$ cat config.mk
export PLATFORM = sky130hd
export DESIGN_NAME = blkmem_sec_guard
export DESIGN_NICKNAME = d
export VERILOG_FILES = /design/src/rtl/blkmem_pkg.sv /design/src/rtl/blkmem_cfg_regs.sv /design/src/rtl/blkmem_alias_chk.sv /design/src/rtl/blkmem_resp_fsm.sv /design/src/rtl/blkmem_sec_guard.sv
export SDC_FILE = /design/constraint.sdc
export NUM_CORES = 1
export LEC_CHECK = 0
export ABC_AREA = 1
export ABC_CLOCK_PERIOD_IN_PS = 1770
export CELL_PAD_IN_SITES_DETAIL_PLACEMENT = 1
export CELL_PAD_IN_SITES_GLOBAL_PLACEMENT = 2
export CORE_ASPECT_RATIO = 0.7
export CORE_UTILIZATION = 22
export CTS_CLUSTER_SIZE = 10
export DETAILED_ROUTE_END_ITERATION = 10
export PLACE_DENSITY_LB_ADDON = 0.1
export RECOVER_POWER = 25
export SLEW_MARGIN = 20
export SYNTH_ARGS = -nofsm -noshare
export SYNTH_HDL_FRONTEND = slang
export SYNTH_SLANG_ARGS = --single-unit
export TNS_END_PERCENT = 100
$ cat constraint.sdc
create_clock -name clk -period 1.77 [get_ports clk]
set_input_delay 0.177 -clock clk [delete_from_list [all_inputs] [get_ports clk]]
set_output_delay 0.177 -clock clk [all_outputs]
set_load 0.01 [all_outputs]
$ cat src/rtl/blkmem_pkg.sv
package blkmem_pkg;

   typedef enum logic [1:0] {
      PH_OK   = 2'd0,
      PH_ERR1 = 2'd1,
      PH_ERR2 = 2'd2
   } phase_e;

   function automatic int dflt_blk_bytes(input int mem_bytes);
      if (mem_bytes > 512 * 1024)      return 1024;
      else if (mem_bytes > 256 * 1024) return 512;
      else                             return 256;
   endfunction

endpackage

$ cat src/rtl/blkmem_cfg_regs.sv
module blkmem_cfg_regs #(
   parameter int NREG   = 2,
   parameter int CFG_AW = 1,
   localparam int NBLK  = NREG * 32
) (
   input  logic              clk,
   input  logic              rst_n,
   input  logic              cfg_sel,
   input  logic              cfg_write,
   input  logic              cfg_nonsec,
   input  logic [CFG_AW-1:0] cfg_addr,
   input  logic [31:0]       cfg_wdata,
   output logic [31:0]       cfg_rdata,
   output logic              cfg_err,
   output logic [NBLK-1:0]   blk_ns
);

   logic [31:0] regs [NREG];
   logic        in_range;
   logic        sec_wr;

   assign in_range = (int'(cfg_addr) < NREG);
   assign sec_wr   = cfg_sel && cfg_write && !cfg_nonsec && in_range;

   for (genvar k = 0; k < NREG; k++) begin : g_reg
      always_ff @(posedge clk or negedge rst_n) begin
         if (!rst_n)
            regs[k] <= '0;
         else if (sec_wr && (cfg_addr == CFG_AW'(k)))
            regs[k] <= cfg_wdata;
      end
      assign blk_ns[k*32 +: 32] = regs[k];
   end

   always_ff @(posedge clk or negedge rst_n) begin
      if (!rst_n) begin
         cfg_rdata <= '0;
         cfg_err   <= 1'b0;
      end else begin
         cfg_err   <= cfg_sel && cfg_write && cfg_nonsec;
         cfg_rdata <= (cfg_sel && !cfg_write && !cfg_nonsec && in_range)
                      ? regs[cfg_addr] : '0;
      end
   end

endmodule

$ cat src/rtl/blkmem_alias_chk.sv
module blkmem_alias_chk #(
   parameter int ADDR_W = 15,
   parameter int BLK_W  = 8,
   localparam int NBLK  = 1 << (ADDR_W - 1 - BLK_W),
   localparam int IDX_W = ADDR_W - 1 - BLK_W
) (
   input  logic [ADDR_W-1:0] addr,
   input  logic              nonsec,
   input  logic [NBLK-1:0]   blk_ns,
   output logic              pass
);

   logic             win_ns;
   logic [IDX_W-1:0] idx;
   logic             blk_bit;
   logic [BLK_W-1:0] unused_ofs;

   assign win_ns     = addr[ADDR_W-1];
   assign idx        = addr[ADDR_W-2:BLK_W];
   assign unused_ofs = addr[BLK_W-1:0];
   assign blk_bit    = blk_ns[idx];

   always_comb begin
      pass = (win_ns == blk_bit);
      if (nonsec && !win_ns)
         pass = 1'b0;
   end

endmodule

$ cat src/rtl/blkmem_resp_fsm.sv
module blkmem_resp_fsm
   import blkmem_pkg::*;
#(
   parameter int WORD_W = 10
) (
   input  logic              clk,
   input  logic              rst_n,
   input  logic              accept,
   input  logic              pass,
   input  logic              is_write,
   input  logic [WORD_W-1:0] word_idx,
   output logic              ready,
   output logic              err,
   output logic              dp_wr,
   output logic              dp_rd,
   output logic [WORD_W-1:0] dp_waddr
);

   phase_e ph;

   always_ff @(posedge clk or negedge rst_n) begin
      if (!rst_n) begin
         ph       <= PH_OK;
         dp_wr    <= 1'b0;
         dp_rd    <= 1'b0;
         dp_waddr <= '0;
      end else begin
         dp_wr <= accept && pass && is_write;
         dp_rd <= accept && pass && !is_write;
         if (accept)
            dp_waddr <= word_idx;
         case (ph)
            PH_ERR1: ph <= PH_ERR2;
            default: ph <= (accept && !pass) ? PH_ERR1 : PH_OK;
         endcase
      end
   end

   assign ready = (ph != PH_ERR1);
   assign err   = (ph != PH_OK);

endmodule

$ cat src/rtl/blkmem_sec_guard.sv
module blkmem_sec_guard
   import blkmem_pkg::*;
#(
   parameter int MEM_BYTES  = 16384,
   parameter int BLK_BYTES  = dflt_blk_bytes(MEM_BYTES),
   parameter int DATA_W     = 32,
   localparam int OFS_W     = $clog2(MEM_BYTES),
   localparam int ADDR_W    = OFS_W + 1,
   localparam int BLK_W     = $clog2(BLK_BYTES),
   localparam int BYTE_W    = $clog2(DATA_W / 8),
   localparam int WORD_W    = OFS_W - BYTE_W,
   localparam int NBLK      = MEM_BYTES / BLK_BYTES,
   localparam int NREG      = (NBLK + 31) / 32,
   localparam int CFG_AW    = (NREG > 1) ? $clog2(NREG) : 1
) (
   input  logic              clk,
   input  logic              rst_n,
   input  logic              bus_sel,
   input  logic [ADDR_W-1:0] bus_addr,
   input  logic              bus_write,
   input  logic              bus_nonsec,
   input  logic [DATA_W-1:0] bus_wdata,
   output logic [DATA_W-1:0] bus_rdata,
   output logic              bus_ready,
   output logic              bus_err,
   output logic              mem_re,
   output logic [WORD_W-1:0] mem_raddr,
   input  logic [DATA_W-1:0] mem_rdata,
   output logic              mem_we,
   output logic [WORD_W-1:0] mem_waddr,
   output logic [DATA_W-1:0] mem_wdata,
   input  logic              cfg_sel,
   input  logic              cfg_write,
   input  logic              cfg_nonsec,
   input  logic [CFG_AW-1:0] cfg_addr,
   input  logic [31:0]       cfg_wdata,
   output logic [31:0]       cfg_rdata,
   output logic              cfg_err
);

   if ((MEM_BYTES & (MEM_BYTES - 1)) != 0) begin : g_bad_mem
      $error("MEM_BYTES must be a power of two");
   end
   if ((BLK_BYTES & (BLK_BYTES - 1)) != 0 || BLK_BYTES < DATA_W / 8) begin : g_bad_blk
      $error("BLK_BYTES must be a power of two of at least one word");
   end
   if (NBLK % 32 != 0) begin : g_bad_nblk
      $error("block count must be a multiple of 32");
   end
   if (DATA_W != 32 && DATA_W != 64) begin : g_bad_dw
      $error("DATA_W must be 32 or 64");
   end

   logic [NREG*32-1:0] blk_ns;
   logic               pass;
   logic               accept;
   logic               dp_rd;
   logic [WORD_W-1:0]  word_idx;
   logic [BYTE_W-1:0]  unused_lsb;

   assign word_idx   = bus_addr[OFS_W-1:BYTE_W];
   assign unused_lsb = bus_addr[BYTE_W-1:0];
   assign accept     = bus_sel && bus_ready;

   blkmem_cfg_regs #(
      .NREG   (NREG),
      .CFG_AW (CFG_AW)
   ) u_cfg (
      .clk        (clk),
      .rst_n      (rst_n),
      .cfg_sel    (cfg_sel),
      .cfg_write  (cfg_write),
      .cfg_nonsec (cfg_nonsec),
      .cfg_addr   (cfg_addr),
      .cfg_wdata  (cfg_wdata),
      .cfg_rdata  (cfg_rdata),
      .cfg_err    (cfg_err),
      .blk_ns     (blk_ns)
   );

   blkmem_alias_chk #(
      .ADDR_W (ADDR_W),
      .BLK_W  (BLK_W)
   ) u_alias (
      .addr   (bus_addr),
      .nonsec (bus_nonsec),
      .blk_ns (blk_ns[NBLK-1:0]),
      .pass   (pass)
   );

   blkmem_resp_fsm #(
      .WORD_W (WORD_W)
   ) u_resp (
      .clk      (clk),
      .rst_n    (rst_n),
      .accept   (accept),
      .pass     (pass),
      .is_write (bus_write),
      .word_idx (word_idx),
      .ready    (bus_ready),
      .err      (bus_err),
      .dp_wr    (mem_we),
      .dp_rd    (dp_rd),
      .dp_waddr (mem_waddr)
   );

   assign mem_re    = accept && pass && !bus_write;
   assign mem_raddr = word_idx;
   assign mem_wdata = bus_wdata;
   assign bus_rdata = dp_rd ? mem_rdata : '0;

endmodule

# After elaboration in Yosys (flattened, before gate mapping)

Index checks and enable logic that the tools add are counted.

$lt $le $gt $ge: 2
Reduce and logical (&&, ||, !) cells: 19
Shift operators: 0
Equality and inequality tests: 3
$mul: 0
Divide/modulo/power cells: 0
Bitwise logic cells: 2
Muxes and demuxes: 10
Add/subtract/negate cells: 0

Operators by type and width:

| cell                                                                         | count |
|---|---|
| 32-bit 2-to-1 mux                                                            | 5 |
| 1-bit logical AND                                                            | 13 |
| 6-bit by 7-bit less-than comparator with 1-bit output, second input constant | 1 |
| 1-bit binary-select mux with 6-bit select                                    | 1 |
| 1-bit logical NOT                                                            | 5 |
| 1-bit 2-to-1 mux                                                             | 3 |
| 2-bit by 1-bit == test with 1-bit output, second input constant              | 1 |
| 2-bit greater-or-equal comparator, second input constant                     | 1 |
| 2-bit 2-to-1 mux                                                             | 1 |
| 2-bit by 1-bit != test with 1-bit output, second input constant              | 1 |
| 1-bit inverter with 2-bit output                                             | 1 |
| 2-bit nonzero test                                                           | 1 |
| 1-bit == test                                                                | 1 |
| 1-bit inverter                                                               | 1 |

ROM bits: 0
Latch bits: 0
Output and inout bits: 125
Bits in writable memories: 0
Memories: 0
Register bits after elaboration: 113

# Depth between registers and ports, before layout

Word-level depth: 8
Mapped depth: 15

# Modules after synthesis

From an unflattened synthesis, not the netlist that was laid out.

Cells, all modules: 760
Area, all modules: 5980.7 um2

Modules (own cells, without submodules):

| module           | cells each | instances | area an instance (um2) |
|---|---|---|---|
| blkmem_cfg_regs  | 423        | 1         | 3961.3 |
| blkmem_alias_chk | 156        | 1         | 783.3 |
| blkmem_sec_guard | 116        | 1         | 623.1 |
| blkmem_resp_fsm  | 65         | 1         | 613.1 |

# Worst setup path before layout

Ideal clock, no wire load.

Kind: input-to-output
From: input port bus_addr[8]
To: output port mem_re
Data required time: 1.593 ns
Cell stages on the path: 15
Slack: 0.301 ns
Data arrival time: 1.292 ns
Buffers on the path: 2
Cells stage by stage: buf_6 inv_8 buf_6 nand2_1 nand3_1 nand3_1 nand2_1 nand2_1 nand3_1 nand3_1 nand2_1 nand2_1 nand2_2 nand2_2 nor2_1

Cells in the longest elaborated chain, start to end: 6

RTL lines:

| item                                      | RTL line                | text |
|---|---|---|
| start: declaration                        | blkmem_sec_guard.sv:19  | `input logic [ADDR_W-1:0] bus_addr,` |
| 1-bit binary-select mux with 6-bit select | blkmem_alias_chk.sv:21  | `assign blk_bit = blk_ns[idx];` |
| 1-bit 2-to-1 mux (not written as such)    | blkmem_alias_chk.sv:21  |  |
| 1-bit == test                             | blkmem_alias_chk.sv:24  | `pass = (win_ns == blk_bit);` |
| 1-bit 2-to-1 mux                          | blkmem_alias_chk.sv:25  | `if (nonsec && !win_ns)` |
| 1-bit logical AND (2 in series)           | blkmem_sec_guard.sv:107 | `assign mem_re = accept && pass && !bus_write;` |
| end: declaration                          | blkmem_sec_guard.sv:26  | `output logic mem_re,` |

No other way between the ends. The select of a mux whose other input is x is not followed.

# Worst setup path after layout

From: register u_cfg.regs (netlist bit u_cfg.blk_ns[35])
To: output port mem_re

Cells in the longest elaborated chain, start to end: 6

RTL lines:

| item                                      | RTL line                | text |
|---|---|---|
| start: declaration                        | blkmem_cfg_regs.sv:18   | `logic [31:0] regs [NREG];` |
| start signal: indexed assignment          | blkmem_cfg_regs.sv:30   | `regs[k] <= cfg_wdata;` |
| 1-bit binary-select mux with 6-bit select | blkmem_alias_chk.sv:21  |  |
| 1-bit 2-to-1 mux (not written as such)    | blkmem_alias_chk.sv:21  |  |
| 1-bit == test                             | blkmem_alias_chk.sv:24  |  |
| 1-bit 2-to-1 mux                          | blkmem_alias_chk.sv:25  |  |
| 1-bit logical AND (2 in series)           | blkmem_sec_guard.sv:107 |  |

No other way between the ends. The select of a mux whose other input is x is not followed.

==> key figures <==
STA
  • Period utilization: 114.4%
  • Worst slew margin: 11.83%
  • Worst-Margin Slew: 1.323 ns
  • Clock skew: 0.009173 ns
  • Final Hold Viols: 0
  • RSZ-0062 raised after global routing: yes
  • FMAX: 0.4940 GHz
  • Fin crit period: 2.024 ns
  • Max-slew violations: 0
  • Setup ws final: -0.2544 ns
  • Final setup violation count: 1

Routing
  • Initial DRC Count: 237
  • Via density: 4.260
  • Drt pass-1 iters: 7
  • WL final: 21060 um
  • Routed Antenna Nets: 0
  • Residual DRC: 0
  • Total number of vias: 5415
  • WL per Instance: 16.57 um

Placement
  • Routability Congestion: 0.7357
  • Placed inst area: 0.007878 sq mm
  • Port Buffers: 178
  • Hpwl dp: 14560 um
  • Pre-CTS setup slack: -1.003 ns

Floorplanning
  • FP Rows: 48
  • Initial cell density of the core: 22.39%
  • Total die area: 0.02571 sq mm
  • I/O pin total: 245
  • Core footprint: 0.02462 sq mm
  • DIE HEIGHT: 134.5 um
  • Die Width: 191.2 um

Finish
  • Most frequent cells in the layout: 258 x nand2_1, 138 x clkdlybuf4s50_1, 110 x dfrtp_1
  • Final instance area: 0.008825 sq mm
  • Most common cell after layout, fill and taps aside: nand2_1
  • Final net count: 1053
  • Layout cells sized above 1: 21.56%
  • Inserted Diodes: 0
  • Fill cell count: 2909
  • Area growth syn-to-layout: 60.04%

GRT
  • GR Util met1: 23.39%
  • Number of global-route vias before repair: 5643
  • Largest net degree at the start of global routing: 66
  • GR Layer Usage met2: 25.83%
  • GRT busiest layer: met2
  • First-pass GRT wire length: 32760 um
  • Grt total ovfl: 0
  • Initial antenna violation count: 0
  • Met3 Use GR: 3.820%
  • Total track usage: 16.83%

Critical path
  • Worst EP required: 1.59 ns
  • Reg2reg start: u_cfg.blk_ns[42]
  • CP Max Fanout: 2
  • Worst R2R Path Depth: 12
  • CP Launch Point: u_cfg.blk_ns[35]
  • Worst setup SP type: register
  • Critical Path AT: 1.85 ns
  • CP Capture Type: output pin
  • Setup CP Type: register to output pin

Hold path
  • Hold Path Class: input pin to register
  • Hold path depth: 3
  • Startpoint of the worst hold path: bus_addr[4]

CTS
  • Max H-tree Level: 4
  • CTS Root Cell: clkbuf_16
  • CTS tree: built
  • # clock sinks: 113
  • Clk_lat worst skew: 0.42 ns
  • CTS Buf Count: 17
  • CTS Buffer Depth: 2
  • Reg clk slew, reported paths: 0.06 ns

Run status
  • Failing checks: setup timing
  • Status: finished with violations

Power and ir drop
  • Tot Pwr: 8.719 mW
  • Pwr Density: 988.0 mW/mm^2
  • Maximum VDD drop: 0.6517 mV
  • Lkg Pwr: 4.524 nW

Synth
  • Sequential area share after synthesis: 51.28%
  • Yosys cell types: 19
  • Syn_area_per_cell: 7.766 sq um
  • Synthesized net count: 830
  • Area of the mapped netlist: 0.005514 sq mm
  • Ys Warns: 0
  • Cell count after synthesis: 710
  • Synth Register Bits: 113

Flow run
  • Max capacitance violation total: 0
==> layout make-up <==
| cell class | instances | area, sq um | area share (%) |
|---|---|---|---|
| tap | 325 | 406.6 | 4.608 |
| clock inverter | 14 | 166.4 | 1.886 |
| clock buffer | 18 | 429.2 | 4.863 |
| multi-input combinational | 437 | 2018 | 22.87 |
| sequential | 113 | 2831 | 32.09 |
| timing repair buffer | 286 | 2663 | 30.17 |
| inverter | 78 | 310.3 | 3.516 |
==> state kept, by name, indices dropped and copies added (netlist names) <==
| name | cells |
|---|---|
| u_cfg.cfg_rdata | 32 |
| u_cfg.cfg_err | 1 |
| u_resp.dp_waddr | 12 |
| u_cfg.blk_ns | 64 |
| u_resp.ph | 2 |
| u_resp.dp_rd | 1 |
| u_resp.dp_wr | 1 |
==> per-layer routing <==
layer | wire [um] | up-vias
li1 | - | 2605
met1 | 10230 | 2644
met2 | 9519 | 139
met3 | 1055 | 27
met4 | 246 | 0
met5 | 0 | -
==> per-stage QoR <==
stage	util [%]	TNS (ns)	instances	hold WS, ns
CTS	35.26	-0.3630	1258	0.3105
detailed placement	31.99	-1.926	1212	0.2017
global route	35.84	-0.7353	1271	0.3377
finish	35.84	-0.2544	1271	0.3276
floorplan	-	0	710	-0.1186
global placement	31.99	-1.762	1212	0.1959
==> repair_timing <==
| item | 4_1_cts | 5_1_grt |
|---|---|---|
| pin swaps | 17 | 27 |
| setup endpoints to repair | 34 | 17 |
| hold buffers | 1 | 0 |
| cloned | 4 | 0 |
| resized for setup | 74 | 54 |
| setup buffers | 9 | 13 |
| endpoints found under the hold margin | 113 | 0 |
==> Yosys cell counts <==
| cell type | instances | area, sq um |
|---|---|---|
| nand2_1 | 269 | 1010 |
| dfrtp_1 | 113 | 2828 |
| inv_1 | 74 | 277.8 |
| o21ai_0 | 68 | 340.3 |
| nand3_1 | 56 | 280.3 |
| buf_4 | 46 | 345.3 |
| a21oi_1 | 32 | 160.2 |
| clkbuf_1 | 27 | 101.4 |
| buf_6 | 7 | 78.83 |
| nor2_1 | 5 | 18.77 |
| buf_2 | 2 | 10.01 |
| nand2_2 | 2 | 12.51 |
| nor3_1 | 2 | 10.01 |
| o21ai_1 | 2 | 10.01 |
| clkinv_1 | 1 | 3.750 |
| inv_2 | 1 | 3.750 |
| inv_4 | 1 | 6.260 |
| inv_8 | 1 | 11.26 |
| or2_2 | 1 | 6.260 |
==> cells by family after synthesis <==
kind of cell           Yosys count  share of synthesized area [%]
AND/OR/NAND/NOR                335                          24.26
buffers and inverters          160                          15.20
flip-flops                     113                          51.28
AO/OA/AOI/OAI                  102                          9.258
==> worst max-delay path, cell delays in order, from the launching register on <==
cell and delay [ns]:
dfrtp_1 0.40, nand2_1 0.09, nand3_2 0.08, nand3_2 0.08
nand2_1 0.07, nand2_1 0.06, nand3_2 0.08, nand3_2 0.10
nand2_2 0.08, nand2_2 0.05, nand2_2 0.07, nand2_2 0.07
nor2_4 0.10, buf_6 0.11
==> where the power goes <==
group	total (mW)	leakage [nW]	internal (mW)	switching, mW
Clock	3.53	0.282	2.20	1.32
Combinational	1.99	2.79	1.08	0.909
Sequential	3.20	1.46	2.94	0.259
==> worst paths after layout <==
| check | to | slack, ns |
|---|---|---|
| setup / recovery | mem_re | -0.25 |
| min in group asynchronous | u_cfg.cfg_rdata[31] | 0.56 |
| hold reg to reg | u_resp.ph[1] | 0.43 |
| hold / removal | u_resp.dp_waddr[2] | 0.33 |
| max in group asynchronous | u_cfg.blk_ns[52] | 0.25 |
| setup reg to reg | u_resp.ph[0] | 0.35 |
Note: power is estimated with default switching activity, not from simulation.
